<file path="src/rtl/irq_init_pkg.sv">
package irq_init_pkg;

  typedef enum logic [2:0] {
    ST_UNINIT = 3'd0,
    ST_WANT2  = 3'd1,
    ST_WANT3  = 3'd2,
    ST_WANT4  = 3'd3,
    ST_READY  = 3'd4
  } seq_state_t;

  localparam int INIT_FLAG_BIT = 4;
  localparam int IC4_BIT       = 0;
  localparam int SINGLE_BIT    = 1;
  localparam int BASE_LSB      = 3;

  function automatic logic is_start_byte(input logic a0, input logic flag);
    return (!a0) && flag;
  endfunction

  function automatic seq_state_t after_base(input logic single, input logic ic4);
    if (!single)  return ST_WANT3;
    else if (ic4) return ST_WANT4;
    else          return ST_READY;
  endfunction

  function automatic seq_state_t after_cascade(input logic ic4);
    return ic4 ? ST_WANT4 : ST_READY;
  endfunction

endpackage

</file>
<file path="src/rtl/irq_init_fsm.sv">
module irq_init_fsm
  import irq_init_pkg::*;
(
  input  logic clk,
  input  logic rst_n,
  input  logic wr_en,
  input  logic addr0,
  input  logic init_flag,
  input  logic cfg_single,
  input  logic cfg_ic4,
  output logic ld_first,
  output logic ld_base,
  output logic ld_casc,
  output logic ld_mode,
  output logic ld_mask,
  output logic ld_cmd,
  output logic ready,
  output logic edge_rst_pulse,
  output logic mode_rst_pulse
);

  seq_state_t state_q, state_d;

  // decoded write events, named for the assertions
  always_comb begin
    ld_first = wr_en && is_start_byte(addr0, init_flag);
    ld_base  = wr_en && addr0 && (state_q == ST_WANT2);
    ld_casc  = wr_en && addr0 && (state_q == ST_WANT3);
    ld_mode  = wr_en && addr0 && (state_q == ST_WANT4);
    ld_mask  = wr_en && addr0 && (state_q == ST_READY);
    ld_cmd   = wr_en && !addr0 && !init_flag && (state_q == ST_READY);
  end

  always_comb begin
    state_d = state_q;
    if (ld_first)     state_d = ST_WANT2;
    else if (ld_base) state_d = after_base(cfg_single, cfg_ic4);
    else if (ld_casc) state_d = after_cascade(cfg_ic4);
    else if (ld_mode) state_d = ST_READY;
  end

  always_ff @(posedge clk or negedge rst_n) begin
    if (!rst_n) begin
      state_q        <= ST_UNINIT;
      edge_rst_pulse <= 1'b0;
      mode_rst_pulse <= 1'b0;
    end else begin
      state_q        <= state_d;
      edge_rst_pulse <= ld_first;
      mode_rst_pulse <= ld_first;
    end
  end

  assign ready = (state_q == ST_READY);

  p_first_restarts_r1: assert property (@(posedge clk) disable iff (!rst_n)
    ld_first |=> (!ready && state_q == ST_WANT2));

  p_ready_after_last_r6: assert property (@(posedge clk) disable iff (!rst_n)
    $rose(ready) |-> $past(ld_base || ld_casc || ld_mode));

  p_uninit_holds_r9: assert property (@(posedge clk) disable iff (!rst_n)
    (state_q == ST_UNINIT && !ld_first) |=> state_q == ST_UNINIT);

  p_pulse_cause_r5: assert property (@(posedge clk) disable iff (!rst_n)
    edge_rst_pulse |-> $past(ld_first));

endmodule

</file>
<file path="src/rtl/irq_init_cfg.sv">
module irq_init_cfg
  import irq_init_pkg::*;
#(
  parameter int DATA_W = 8,
  parameter int MODE_W = 5,
  localparam int BASE_W = DATA_W - BASE_LSB
) (
  input  logic              clk,
  input  logic              rst_n,
  input  logic              ld_first,
  input  logic              ld_base,
  input  logic              ld_casc,
  input  logic              ld_mode,
  input  logic [DATA_W-1:0] wr_data,
  output logic              single_mode,
  output logic              ic4,
  output logic [BASE_W-1:0] vec_base,
  output logic [DATA_W-1:0] cascade_cfg,
  output logic [MODE_W-1:0] mode_bits
);

  always_ff @(posedge clk or negedge rst_n) begin
    if (!rst_n) begin
      single_mode <= 1'b0;
      ic4         <= 1'b0;
      vec_base    <= '0;
      cascade_cfg <= '0;
      mode_bits   <= '0;
    end else begin
      if (ld_first) begin
        single_mode <= wr_data[SINGLE_BIT];
        ic4         <= wr_data[IC4_BIT];
        if (!wr_data[IC4_BIT]) mode_bits <= '0;
      end
      if (ld_base) vec_base    <= wr_data[DATA_W-1:BASE_LSB];
      if (ld_casc) cascade_cfg <= wr_data;
      if (ld_mode) mode_bits   <= wr_data[MODE_W-1:0];
    end
  end

  p_mode_cleared_r4: assert property (@(posedge clk) disable iff (!rst_n)
    (ld_first && !wr_data[IC4_BIT]) |=> mode_bits == '0);

  p_base_held_r2: assert property (@(posedge clk) disable iff (!rst_n)
    !ld_base |=> $stable(vec_base));

  p_casc_held_r3: assert property (@(posedge clk) disable iff (!rst_n)
    !ld_casc |=> $stable(cascade_cfg));

endmodule

</file>
<file path="src/rtl/irq_init_cmd.sv">
module irq_init_cmd #(
  parameter int DATA_W = 8
) (
  input  logic              clk,
  input  logic              rst_n,
  input  logic              ld_first,
  input  logic              ld_mask,
  input  logic              ld_cmd,
  input  logic [DATA_W-1:0] wr_data,
  output logic [DATA_W-1:0] mask,
  output logic              cmd_valid,
  output logic [DATA_W-1:0] cmd_data
);

  always_ff @(posedge clk or negedge rst_n) begin
    if (!rst_n) begin
      mask      <= '0;
      cmd_valid <= 1'b0;
      cmd_data  <= '0;
    end else begin
      cmd_valid <= ld_cmd;
      if (ld_first)     mask <= '0;
      else if (ld_mask) mask <= wr_data;
      if (ld_cmd) cmd_data <= wr_data;
    end
  end

  p_mask_cleared_r5: assert property (@(posedge clk) disable iff (!rst_n)
    ld_first |=> mask == '0);

  p_mask_source_r8: assert property (@(posedge clk) disable iff (!rst_n)
    !$stable(mask) |-> $past(ld_first || ld_mask));

  p_cmd_cause_r7: assert property (@(posedge clk) disable iff (!rst_n)
    cmd_valid |-> $past(ld_cmd));

endmodule

</file>
<file path="src/rtl/irq_init_seq.sv">
module irq_init_seq
  import irq_init_pkg::*;
#(
  parameter int DATA_W = 8,
  parameter int MODE_W = 5,
  localparam int BASE_W = DATA_W - BASE_LSB
) (
  input  logic              clk,
  input  logic              rst_n,
  input  logic              wr_en,
  input  logic              addr0,
  input  logic [DATA_W-1:0] wr_data,
  output logic              ready,
  output logic [BASE_W-1:0] vec_base,
  output logic              single_mode,
  output logic [DATA_W-1:0] cascade_cfg,
  output logic [MODE_W-1:0] mode_bits,
  output logic [DATA_W-1:0] mask,
  output logic              edge_rst_pulse,
  output logic              mode_rst_pulse,
  output logic              ocw_valid,
  output logic [DATA_W-1:0] ocw_data
);

  logic ld_first, ld_base, ld_casc, ld_mode, ld_mask, ld_cmd;
  logic cfg_ic4;

  irq_init_fsm u_fsm (
    .clk            (clk),
    .rst_n          (rst_n),
    .wr_en          (wr_en),
    .addr0          (addr0),
    .init_flag      (wr_data[INIT_FLAG_BIT]),
    .cfg_single     (single_mode),
    .cfg_ic4        (cfg_ic4),
    .ld_first       (ld_first),
    .ld_base        (ld_base),
    .ld_casc        (ld_casc),
    .ld_mode        (ld_mode),
    .ld_mask        (ld_mask),
    .ld_cmd         (ld_cmd),
    .ready          (ready),
    .edge_rst_pulse (edge_rst_pulse),
    .mode_rst_pulse (mode_rst_pulse)
  );

  irq_init_cfg #(.DATA_W(DATA_W), .MODE_W(MODE_W)) u_cfg (
    .clk         (clk),
    .rst_n       (rst_n),
    .ld_first    (ld_first),
    .ld_base     (ld_base),
    .ld_casc     (ld_casc),
    .ld_mode     (ld_mode),
    .wr_data     (wr_data),
    .single_mode (single_mode),
    .ic4         (cfg_ic4),
    .vec_base    (vec_base),
    .cascade_cfg (cascade_cfg),
    .mode_bits   (mode_bits)
  );

  irq_init_cmd #(.DATA_W(DATA_W)) u_cmd (
    .clk       (clk),
    .rst_n     (rst_n),
    .ld_first  (ld_first),
    .ld_mask   (ld_mask),
    .ld_cmd    (ld_cmd),
    .wr_data   (wr_data),
    .mask      (mask),
    .cmd_valid (ocw_valid),
    .cmd_data  (ocw_data)
  );

  p_pulses_paired_r5: assert property (@(posedge clk) disable iff (!rst_n)
    edge_rst_pulse == mode_rst_pulse);

  p_cmd_needs_ready_r7: assert property (@(posedge clk) disable iff (!rst_n)
    ocw_valid |-> $past(ready));

endmodule

</file>
<file path="config.mk">
export PLATFORM = sky130hd
export DESIGN_NAME = irq_init_seq
export DESIGN_NICKNAME = d
export VERILOG_FILES = /design/src/rtl/irq_init_pkg.sv /design/src/rtl/irq_init_fsm.sv /design/src/rtl/irq_init_cfg.sv /design/src/rtl/irq_init_cmd.sv /design/src/rtl/irq_init_seq.sv
export SDC_FILE = /design/constraint.sdc
export NUM_CORES = 1
export LEC_CHECK = 0
export BUFFER_PORTS_ARGS = -buffer_cell sky130_fd_sc_hd__buf_2
export CAP_MARGIN = 5
export CELL_PAD_IN_SITES_DETAIL_PLACEMENT = 0
export CELL_PAD_IN_SITES_GLOBAL_PLACEMENT = 2
export CORE_UTILIZATION = 36
export DETAILED_ROUTE_END_ITERATION = 10
export PLACE_DENSITY_LB_ADDON = 0.05
export SETUP_SLACK_MARGIN = 0.2
export SYNTH_ARGS = -nofsm -noshare
export SYNTH_HDL_FRONTEND = slang
export SYNTH_HIERARCHICAL = 1
export SYNTH_SLANG_ARGS = --single-unit
</file>
<file path="constraint.sdc">
create_clock -name clk -period 2.5 [get_ports clk]
set_input_delay 0 -clock clk [delete_from_list [all_inputs] [get_ports clk]]
set_output_delay 0 -clock clk [all_outputs]
set_load 0.1 [all_outputs]
</file>
Yosys cells after proc, flatten, opt, wreduce, memory -nomap -nowiden:

Index checks and enable logic that the tools add are counted.

* reduce and logical (&&, ||, !) cells: 16
* eq/ne operators: 5
* multiplexer cells: 11

Operators by type and width (number)
* 3-bit two-way mux: 6
* 8-bit two-way mux: 2
* 5-bit two-way mux: 3
* 1-bit logical AND: 10
* 3-bit by 2-bit equality test with 1-bit output, second input constant: 2
* 2-bit nonzero test: 2
* 4-bit nonzero test: 1
* 3-bit by 1-bit equality test with 1-bit output, second input constant: 1
* 3-bit equality test, second input constant: 1
* 1-bit logical NOT: 2
* 2-bit by 1-bit != test with 1-bit output, second input constant: 1
* 2-bit AND reduction: 1

* bits of input ports: 12
* register bits: 41
* output and inout port bits: 39

Longest topological paths before layout:

Gate-level depths: netlist (run 1).

* depth after elaboration: 6
* depth in mapped cells: 7
* depth with buffers taken out: 5

Hierarchy:

Netlist (run 1), hierarchy kept.

Modules (own cells, without submodules)
* irq_init_cfg: area each 798.3 um^2, cells each 52, instances 1, sequential area each 500.5 um^2
* irq_init_cmd: area each 681.9 um^2, cells each 44, instances 1, sequential area each 425.4 um^2
* irq_init_fsm: area each 300.3 um^2, cells each 33, instances 1, sequential area each 100.1 um^2

Worst setup path after synthesis (run 1):

Ideal clock, no wire load.

* path type: flip-flop to flip-flop
* from: register u_fsm.state_q[1]
* to: register u_cmd.cmd_data[0]
* cell stages (with the launch flop): 6
* setup slack: -0.216 ns
* data arrival time: 2.590 ns
* path buffers: 2
* required time: 2.374 ns
* cell sequence: dfrtp_1 > buf_2 > nor3b_2 > and4bb_1 > buf_6 > mux2_4

* longest elaborated chain between the ends: 2

Ends and longest elaborated chain
* start: declaration: RTL line irq_init_fsm.sv:22 `seq_state_t state_q, state_d;`
* start signal: assignment: RTL line irq_init_fsm.sv:48 `state_q <= state_d;`
* 3-bit equality test
* via ready: RTL line irq_init_seq.sv:13 `output logic ready,`
* 1-bit logical AND: RTL line irq_init_fsm.sv:31 `ld_cmd = wr_en && !addr0 && !init_flag && (state_q == ST_READY);`
* via ld_cmd: RTL line irq_init_seq.sv:25 `logic ld_first, ld_base, ld_casc, ld_mode, ld_mask, ld_cmd;`
* end signal: assignment: RTL line irq_init_cmd.sv:24 `if (ld_cmd) cmd_data <= wr_data;`
* end: declaration: RTL line irq_init_cmd.sv:12 `output logic [DATA_W-1:0] cmd_data`

The timed path passes the listed nets, and every way through them passes these cells.
A chain may end at the register's enable or synchronous reset.

Worst setup path in the final report (run 1):

* from: register u_fsm.state_q[1]
* to: register u_cmd.cmd_data[2]

* longest elaborated chain between the ends: 2

Ends and longest elaborated chain (RTL line)
* 3-bit equality test: irq_init_fsm.sv:31
* 1-bit logical AND: irq_init_fsm.sv:31
* via ld_cmd: irq_init_seq.sv:25

The timed path passes the listed nets, and every way through them passes these cells.

==> results.cfg, run 1 <==
[final_layout]
area_delta_synth_final_pct = 26.1
layout.nets = 198
antenna_cells = 0
layout-drive-gt1-share = 0.465
fin_util = 0.472
fill_cells = 484

[drt]
detail-route-antenna-nets = 0
vias_per_cell = 4.61
drt_iter0_markers = 66
remaining_drc_errors = 0
drt-total-wl_um = 3910
vias = 1171
wl_per_cell_um = 15.4
drt_first_pass_iters = 4

[logic_synthesis]
syn_area_um2 = 1780
yosys-top-cells-count = dfrtp_1, mux2_4, nor2_1
synth_mux_area_frac = 0.224
synth_top_family_by_area = multiplexers
ys_seq_area_frac = 0.576
synth_area_leaders = dfrtp_1, mux2_4, mux2i_1, mux2_2, buf_6
async_flop_share = 1.00
synthAdderAreaFrac = 0
synth_edf_count = 0
syn_inst = 129
synth_flop_cell = dfrtp_1
synth_largest_area_cell = dfrtp_1
synth_top_area_share = 0.576
synth-seq-cells = 41
synth_xor_area_frac = 0
yosysMostFrequentCell = dfrtp_1
synth_fp_nets = 141
synth-compound-area-share = 0.0471
ys_warn_count = 6
synthSimpleGateAreaFrac = 0.109
ys_types = 30
avgSynthCellArea_um2 = 13.8

[critical_path]
end_kind = register
cp_max_fo = 10
cp_cell_sequence = nor3b_4, and4bb_1, mux2_4
worst-path-stages = 3
cp_slowest_stage_delay_ps = 570
cp_num_buf_inv = 0
worstPathRequired_ps = 2680
r2r_setup_slack_ps = 720
startpoint_type = register
crit_family = simple AND/OR/NAND/NOR gates
crit_slowest_cell = and4bb_1
path_class = reg2reg
cp.arrival_ps = 1960
rr_worst_depth = 3

[clock_network]
insertion_delay_ps = 290
cts_buffer_depth = 2
cts_root_buf = clkbuf_8
numCtsBuffers = 5
h-tree-depth = 2
path_clk_slew_ps = 80
cts_sinks = 41
tritoncts = yes

[global_route]
grt_overflow = 0
antenna_found_initial = 0
grt_usage = 0.163
first_global_vias = 1143
grt_pass1_wl_um = 6210
grt_max_degree = 42

[die]
placementRows = 25
die_w_um = 72.3
io_pins = 51
initial_core_util = 0.374
core_area_um2 = 4750
die_area_um2 = 5230
die_h_um = 72.3

[sta]
drv_slew = 0
grt_setup_unrepaired = false
fmax_ghz = 0.562
maxSlewHeadroom = 0.384
final_hold_viol_count = 0
finalSetupTns_ps = 0
finalClockSkew_ps = 3.58
worst_pin_slew_ps = 924
setup_violations = 0
period_share = 0.712
min_period_ps = 1780

[placement]
gp_congestion = 0.775
hpwlAfterDp_um = 2640
port_buffers = 50

[worst_hold_path]
hp-class = in2reg
holdPathStages = 3

[outcome]
outcome = finished clean

[run]
max-cap-violations = 0
sequential cells by signal, summed over array words and instances, names as in the netlist:
name,flops
u_cmd/cmd_data,8
u_fsm/state_q,3
u_fsm/mode_rst_pulse,1
u_cfg/mode_bits,5
u_cfg/vec_base,5
u_cfg/cascade_cfg,8
u_cmd/cmd_valid,1
u_cfg/single_mode,1
u_cfg/ic4,1
u_cmd/mask,8
final cells by class:
type	instances	area, um^2	area share
Inverter	3	11.3	0.00501
Clock inverter	1	30.0	0.0134
Tap cell	67	83.8	0.0373
Clock buffer	7	86.3	0.0384
Multi-Input combinational cell	77	683	0.304
Sequential cell	41	1030	0.457
Timing Repair Buffer	58	325	0.145
worst register-to-register path, delay by kind of cell, from the launching register on:
family | cells | cell delay, ps
AND/OR/NAND/NOR | 2 | 820
flip-flops | 1 | 510
multiplexers | 1 | 350
placed cells by master, fill, tap and decap left out, types with 2 or more instances in the layout:
cell	n
nor2_1	11
inv_1	2
mux2_4	16
nand3b_1	2
nor2b_1	2
clkbuf_8	6
dlygate4sd3_1	6
mux2_2	7
buf_4	2
o21ai_1	6
nand2_1	6
nand2b_1	4
buf_2	50
mux2i_1	8
dfrtp_1	41
stage by stage:
stage,hold WS [ps],instance area [um^2],instances,worst slack (ps)
after detailed placement,197,2070,240,725
final,3.90,2250,254,720
after floorplan,-296,1790,129,207
after global placement,182,2070,240,776
after CTS,3.25,2250,254,707
after global routing,15.6,2250,254,593
repair_timing:
action | 4_1_cts | 5_1_grt
resized for setup | 0 | 0
setup endpoints to repair | 0 | 0
endpoints found under the hold margin | 51 | 0
setup buffers | 0 | 0
hold buffers | 6 | 0
per-layer routing:
metal,vias to the layer above,GRT usage,routed length [um]
li1,555,-,-
met1,583,0.214,1800
met2,27,0.253,1900
met3,6,0.0458,148
met4,0,0.0654,61
met5,-,0,0
final timing paths:
| kind | startpoint | end |
|---|---|---|
| setup reg to reg | u_fsm/state_q[1]$_DFFE_PN0P_ | u_cmd/cmd_data[2]$_DFFE_PN0P_ |
| hold reg to reg | u_cfg/cascade_cfg[3]$_DFFE_PN0P_ | u_cfg/cascade_cfg[3]$_DFFE_PN0P_ |
| min in group asynchronous | rst_n | u_fsm/state_q[1]$_DFFE_PN0P_ |
| max in group asynchronous | rst_n | u_cfg/vec_base[0]$_DFFE_PN0P_ |
| setup / recovery | u_fsm/state_q[1]$_DFFE_PN0P_ | u_cmd/cmd_data[2]$_DFFE_PN0P_ |
| hold / removal | wr_data[3] | u_cfg/mode_bits[3]$_DFFE_PN0P_ |
cell families after synthesis:
| group | after synthesis |
|---|---|
| AO/OA/AOI/OAI | 13 |
| buffers and inverters | 11 |
| flip-flops | 41 |
| multiplexers | 31 |
| AND/OR/NAND/NOR | 33 |
Power of run 1 is left out: the tool's default activity adds up to more than one toggle a clock period on the data nets, which glitch-free logic cannot reach.
==> inputs of run 2 (changes only) <==
--- a/config.mk
+++ b/config.mk
@@ -5,11 +5,12 @@
 export SDC_FILE = /design/constraint.sdc
 export NUM_CORES = 1
 export LEC_CHECK = 0
+export ABC_AREA = 1
 export BUFFER_PORTS_ARGS = -buffer_cell sky130_fd_sc_hd__buf_2
 export CAP_MARGIN = 5
 export CELL_PAD_IN_SITES_DETAIL_PLACEMENT = 0
 export CELL_PAD_IN_SITES_GLOBAL_PLACEMENT = 2
-export CORE_UTILIZATION = 36
+export CORE_UTILIZATION = 27
 export DETAILED_ROUTE_END_ITERATION = 10
 export PLACE_DENSITY_LB_ADDON = 0.05
 export SETUP_SLACK_MARGIN = 0.2
==> constraint.sdc (replaced) <==
create_clock -name clk -period 1.6 [get_ports clk]
set_input_delay 0 -clock clk [delete_from_list [all_inputs] [get_ports clk]]
set_output_delay 0 -clock clk [all_outputs]
set_load 0.1 [all_outputs]
==> run 2 against run 1 <==
- cell count increased by 31%
- die area increased by 30%
- sequential cell count unchanged
- non-clock buffer count increased by 2
- sequential share of layout area increased by 0.57 points
- critical endpoint is now ready
- largest cell class unchanged
==> results.cfg, run 2 <==
[sta]
fmax_ghz = 0.770
worst_pin_slew_ps = 548
grt_setup_unrepaired = false
maxSlewHeadroom = 0.635
whs_ps = 5.78
final_hold_viol_count = 0
finalClockSkew_ps = 4.10
drv_slew = 0
min_period_ps = 1300
period_share = 0.811
setup_violations = 0
finalSetupTns_ps = 0

[logic_synthesis]
synth_top_family_by_area = simple AND/OR/NAND/NOR gates
synth-seq-cells = 41
synth-compound-area-share = 0.0672
synth_top_area_share = 0.586
synth_edf_count = 0
synth_xor_area_frac = 0
synth_flop_cell = dfrtp_1
synth_fp_nets = 208
syn_inst = 196
avgSynthCellArea_um2 = 8.93
ys_seq_area_frac = 0.586
synthSimpleGateAreaFrac = 0.245
yosys-top-cells-count = nand2_1, dfrtp_1, inv_1
yosysMostFrequentCell = nand2_1
synth_area_leaders = dfrtp_1, nand2_1, inv_1, o21ai_0, nand3_1
synth_largest_area_cell = dfrtp_1
ys_warn_count = 6
synthAdderAreaFrac = 0
synth_mux_area_frac = 0
syn_area_um2 = 1750
ys_types = 19
async_flop_share = 1.00

[die]
initial_core_util = 0.287
io_pins = 51
core_area_um2 = 6100
die_area_um2 = 6810
die_w_um = 82.5
die_h_um = 82.5
placementRows = 28

[critical_path]
cp.arrival_ps = 1300
end_kind = output pin
worstPathRequired_ps = 1600
cp_max_fo = 3
path_class = reg2out
startpoint_type = register

[global_route]
grtUsageMet2 = 0.210
grt_max_degree = 42
grt_pass1_wl_um = 6930
met3_usage = 0.0341
busiest_layer = met2
grt_overflow = 0
met1_usage = 0.203
grt_usage = 0.141
first_global_vias = 1373
antenna_found_initial = 0

[drt]
vias_per_cell = 4.20
drt_iter0_markers = 46
remaining_drc_errors = 0
drt_first_pass_iters = 4
drt-total-wl_um = 4400
wl_per_cell_um = 13.3
vias = 1393
detail-route-antenna-nets = 0

[final_layout]
final_common_cell = nand2_1
layout-drive-gt1-share = 0.307
area_delta_synth_final_pct = 26.7
layout.nets = 270
antenna_cells = 0
reg.largest.list = u_cfg/cascade_cfg (8), u_cmd/cmd_data (8), u_cmd/mask (8)
final_cell_mix = nand2_1, buf_2, dfrtp_1, inv_1, o21ai_0

[placement]
port_buffers = 50
hpwlAfterDp_um = 3080
gp_congestion = 0.761

[clock_network]
path_clk_slew_ps = 80
h-tree-depth = 2
tritoncts = yes
insertion_delay_ps = 280
cts_buffer_depth = 2
cts_root_buf = clkbuf_8
cts_sinks = 41
numCtsBuffers = 5

[outcome]
outcome = finished clean

[worst_hold_path]
hp-class = in2reg

[run]
max-cap-violations = 0
[run 2: worst paths after layout]
check | from | to | cells past startpoint | slack [ps]
min | wr_data[6] | u_cmd/cmd_data[6]$_DFFE_PN0P_ | 3 | 6
max in group asynchronous | rst_n | u_cfg/cascade_cfg[0]$_DFFE_PN0P_ | 3 | 910
min reg2reg | u_cmd/mask[5]$_DFFE_PN0P_ | u_cmd/mask[5]$_DFFE_PN0P_ | 2 | 480
max reg2reg | u_fsm/state_q[0]$_DFFE_PN0P_ | u_cmd/cmd_data[2]$_DFFE_PN0P_ | 5 | 350
max | u_fsm/state_q[0]$_DFFE_PN0P_ | ready | 4 | 300
min in group asynchronous | rst_n | u_cfg/single_mode$_DFFE_PN0P_ | 3 | 310
[run 2: timing repair]
item	in CTS	in global routing
endpoints found under the hold margin	46	0
buffers inserted	0	0
hold buffers	4	0
setup endpoints to repair	1	7
gates resized for setup	1	1
[run 2: critical path, stage by stage (launching register included)]
cell	delay, ps
dfrtp_1	420
inv_2	90
nand3_1	130
inv_1	90
buf_4	280
[run 2: metrics by stage]
stage / utilization / cell area [um^2] / setup WS, ps / cells
after CTS: 0.363 / 2210 / 288 / 332
after detailed placement: 0.344 / 2100 / 303 / 322
after global placement: 0.344 / 2100 / 334 / 322
final: 0.364 / 2220 / 302 / 332
after floorplan: - / 1760 / 228 / 196
after global routing: 0.364 / 2220 / 214 / 332
[run 2: layout make-up]
type / count / area [um^2]
Multi-Input combinational cell: 115 / 552
Inverter: 35 / 135
Clock inverter: 1 / 5.00
Sequential cell: 41 / 1030
Tap cell: 75 / 93.8
Clock buffer: 5 / 68.8
Fill cell: 654 / 3880
Timing Repair Buffer: 60 / 338
[run 2: cell families after synthesis]
group	after synthesis
AO/OA/AOI/OAI	23
flip-flops	41
buffers and inverters	40
AND/OR/NAND/NOR	92
[run 2: layer usage]
| metal | wire length, um | up-vias |
|---|---|---|
| met5 | 0 | - |
| met4 | 21 | 0 |
| met3 | 216 | 2 |
| met2 | 1920 | 34 |
| met1 | 2240 | 635 |
| li1 | - | 722 |
Power of run 2 is left out for the same reason.
==> inputs of run 3 (changes only) <==
==> constraint.sdc (replaced) <==
create_clock -name clk -period 1.1 [get_ports clk]
set_input_delay 0 -clock clk [delete_from_list [all_inputs] [get_ports clk]]
set_output_delay 0 -clock clk [all_outputs]
set_load 0.1 [all_outputs]
==> run 3 against run 2 <==
- first-iteration DRC count up 2.2%
- via count up 12%
- global-route usage up 1.4 points
- clock skew up 0.98 ps
- highest routed layer unchanged
- critical path depth up 1
- sequential share of layout area down 14 points
- register-to-register slack worse by 470 ps
- the flow now finishes with violations (negative setup slack)
- non-clock buffer count up 29
- count of clock-buffer cells in the layout up 1
- cell count up 9.6%
==> results.cfg, run 3 (synthesis gave the netlist of run 2 again) <==
[global_route]
grt_usage = 0.156
grt_pass1_wl_um = 7670
antenna_found_initial = 0
first_global_vias = 1466
grt_max_degree = 26
grt_overflow = 0

[final_layout]
area_delta_synth_final_pct = 88.7
reg.largest.list = u_cfg/cascade_cfg (8), u_cmd/cmd_data (8), u_cmd/mask (8)
final_common_cell = nand2_1
ff_latch_area_um2 = 1060
layout.nets = 300
final_cell_mix = nand2_1, buf_12, inv_1, buf_4, dfrtp_2
multi_input_area_um2 = 678
antenna_cells = 0
fill_cells = 566
layout-drive-gt1-share = 0.540

[clock_network]
path_clk_slew_ps = 80
cts_buffer_depth = 2
cts_root_buf = clkbuf_8
tritoncts = yes
cts_sinks = 41
insertion_delay_ps = 290
numCtsBuffers = 5
h-tree-depth = 2

[sta]
worst_slack_ps = -143
maxSlewHeadroom = 0.725
grt_setup_unrepaired = true
drv_slew = 0
min_period_ps = 1240
finalClockSkew_ps = 5.08
setup_violations = 36
fmax_ghz = 0.804
final_hold_viol_count = 0
period_share = 1.13
worst_pin_slew_ps = 412

[drt]
detail-route-antenna-nets = 0
wl_per_cell_um = 13.2
remaining_drc_errors = 0
wl_met3_um = 203
vias_per_cell = 4.27
drt_iter0_markers = 47
drt_first_pass_iters = 4
top_layer = met4
drt-total-wl_um = 4810
met2_length_um = 2250
vias = 1554
met1_length_um = 2310

[critical_path]
cp_num_buf_inv = 4
cp.arrival_ps = 1240
crit_slowest_cell = dfrtp_1
crit_family = buffers and inverters
path_class = reg2out
cp_max_fo = 3
worstPathRequired_ps = 1100
cp_cell_sequence = inv_2, nand3_4, buf_6, clkinvlp_4, buf_12
startpoint_type = register
r2r_setup_slack_ps = -120
cp_slowest_stage_delay_ps = 400
end_kind = output pin

[run]
max-cap-violations = 0

[placement]
port_buffers = 50
hpwlAfterDp_um = 3230
gp_congestion = 0.694
dp_worst_setup_slack_ps = -120

[die]
core_area_um2 = 6100
placementRows = 28
io_pins = 51
die_w_um = 82.5
die_h_um = 82.5
initial_core_util = 0.287
die_area_um2 = 6810

[outcome]
violations = negative setup slack
outcome = finished, violations left

[worst_hold_path]
hp-class = in2reg
## run 3: cell count changes in the layout (fill, tap and decap cells not counted), sizes merged
cell	change
buf	+24
clkbuf	+3
dlygate4sd3	+3
clkinvlp	+1
clkinv	+1
## run 3: stage by stage
step	std cells	instance area, um^2	setup TNS, ps	hold WS, ps	utilization
after floorplan	196	1830	-1600	-296	-
after global placement	335	2530	-1580	-42.0	0.415
after detailed placement	335	2530	-2430	-40.0	0.415
after CTS	358	3080	-2490	12.8	0.505
after global routing	364	3300	-5470	14.5	0.542
final	364	3300	-2730	3.26	0.542
## run 3: worst paths after layout
| kind | end | depth (start not counted) | start |
|---|---|---|---|
| max | ready | 5 | u_fsm/state_q[0]$_DFFE_PN0P_ |
| min | u_cfg/vec_base[0]$_DFFE_PN0P_ | 3 | wr_data[3] |
| max reg2reg | u_cfg/mode_bits[0]$_DFFE_PN0P_ | 8 | u_fsm/state_q[1]$_DFFE_PN0P_ |
| min reg2reg | u_cmd/mask[2]$_DFFE_PN0P_ | 2 | u_cmd/mask[2]$_DFFE_PN0P_ |
| max in group asynchronous | u_cfg/cascade_cfg[1]$_DFFE_PN0P_ | 3 | rst_n |
| min in group asynchronous | u_cmd/mask[1]$_DFFE_PN0P_ | 2 | rst_n |
## run 3: area by class of cell
| type | count | area share |
|---|---|---|
| well taps | 75 | 0.0284 |
| clock buffers | 6 | 0.0220 |
| clock inverters | 2 | 0.00303 |
| inverters | 35 | 0.0432 |
| repair buffers | 89 | 0.375 |
| flip-flops and latches | 41 | 0.321 |
| multi-input cells | 115 | 0.205 |
| repair inverters | 1 | 0.00227 |
## run 3: worst register-to-register path: stages (launching register included)
cell and delay [ps]:
dfrtp_1 360, inv_2 60, buf_4 140, nor2_4 130, nand2_2 100, nor2_4 130, inv_4 70, nand3_1 80
nand2_1 50
## run 3: metal layers
metal,up-vias,track usage
li1,787,-
met1,721,0.221
met2,40,0.226
met3,6,0.0418
met4,0,0.0569
met5,-,0
## run 3: timing repair
| item | in CTS | in global routing |
|---|---|---|
| gates cloned | 1 | 2 |
| setup endpoints to repair | 75 | 77 |
| gates resized for setup | 96 | 46 |
| buffers inserted | 7 | 4 |
| hold endpoints to repair | 53 | 0 |
| hold buffers | 7 | 0 |
| pin swaps | 10 | 7 |
Power of run 3 is left out for the same reason.
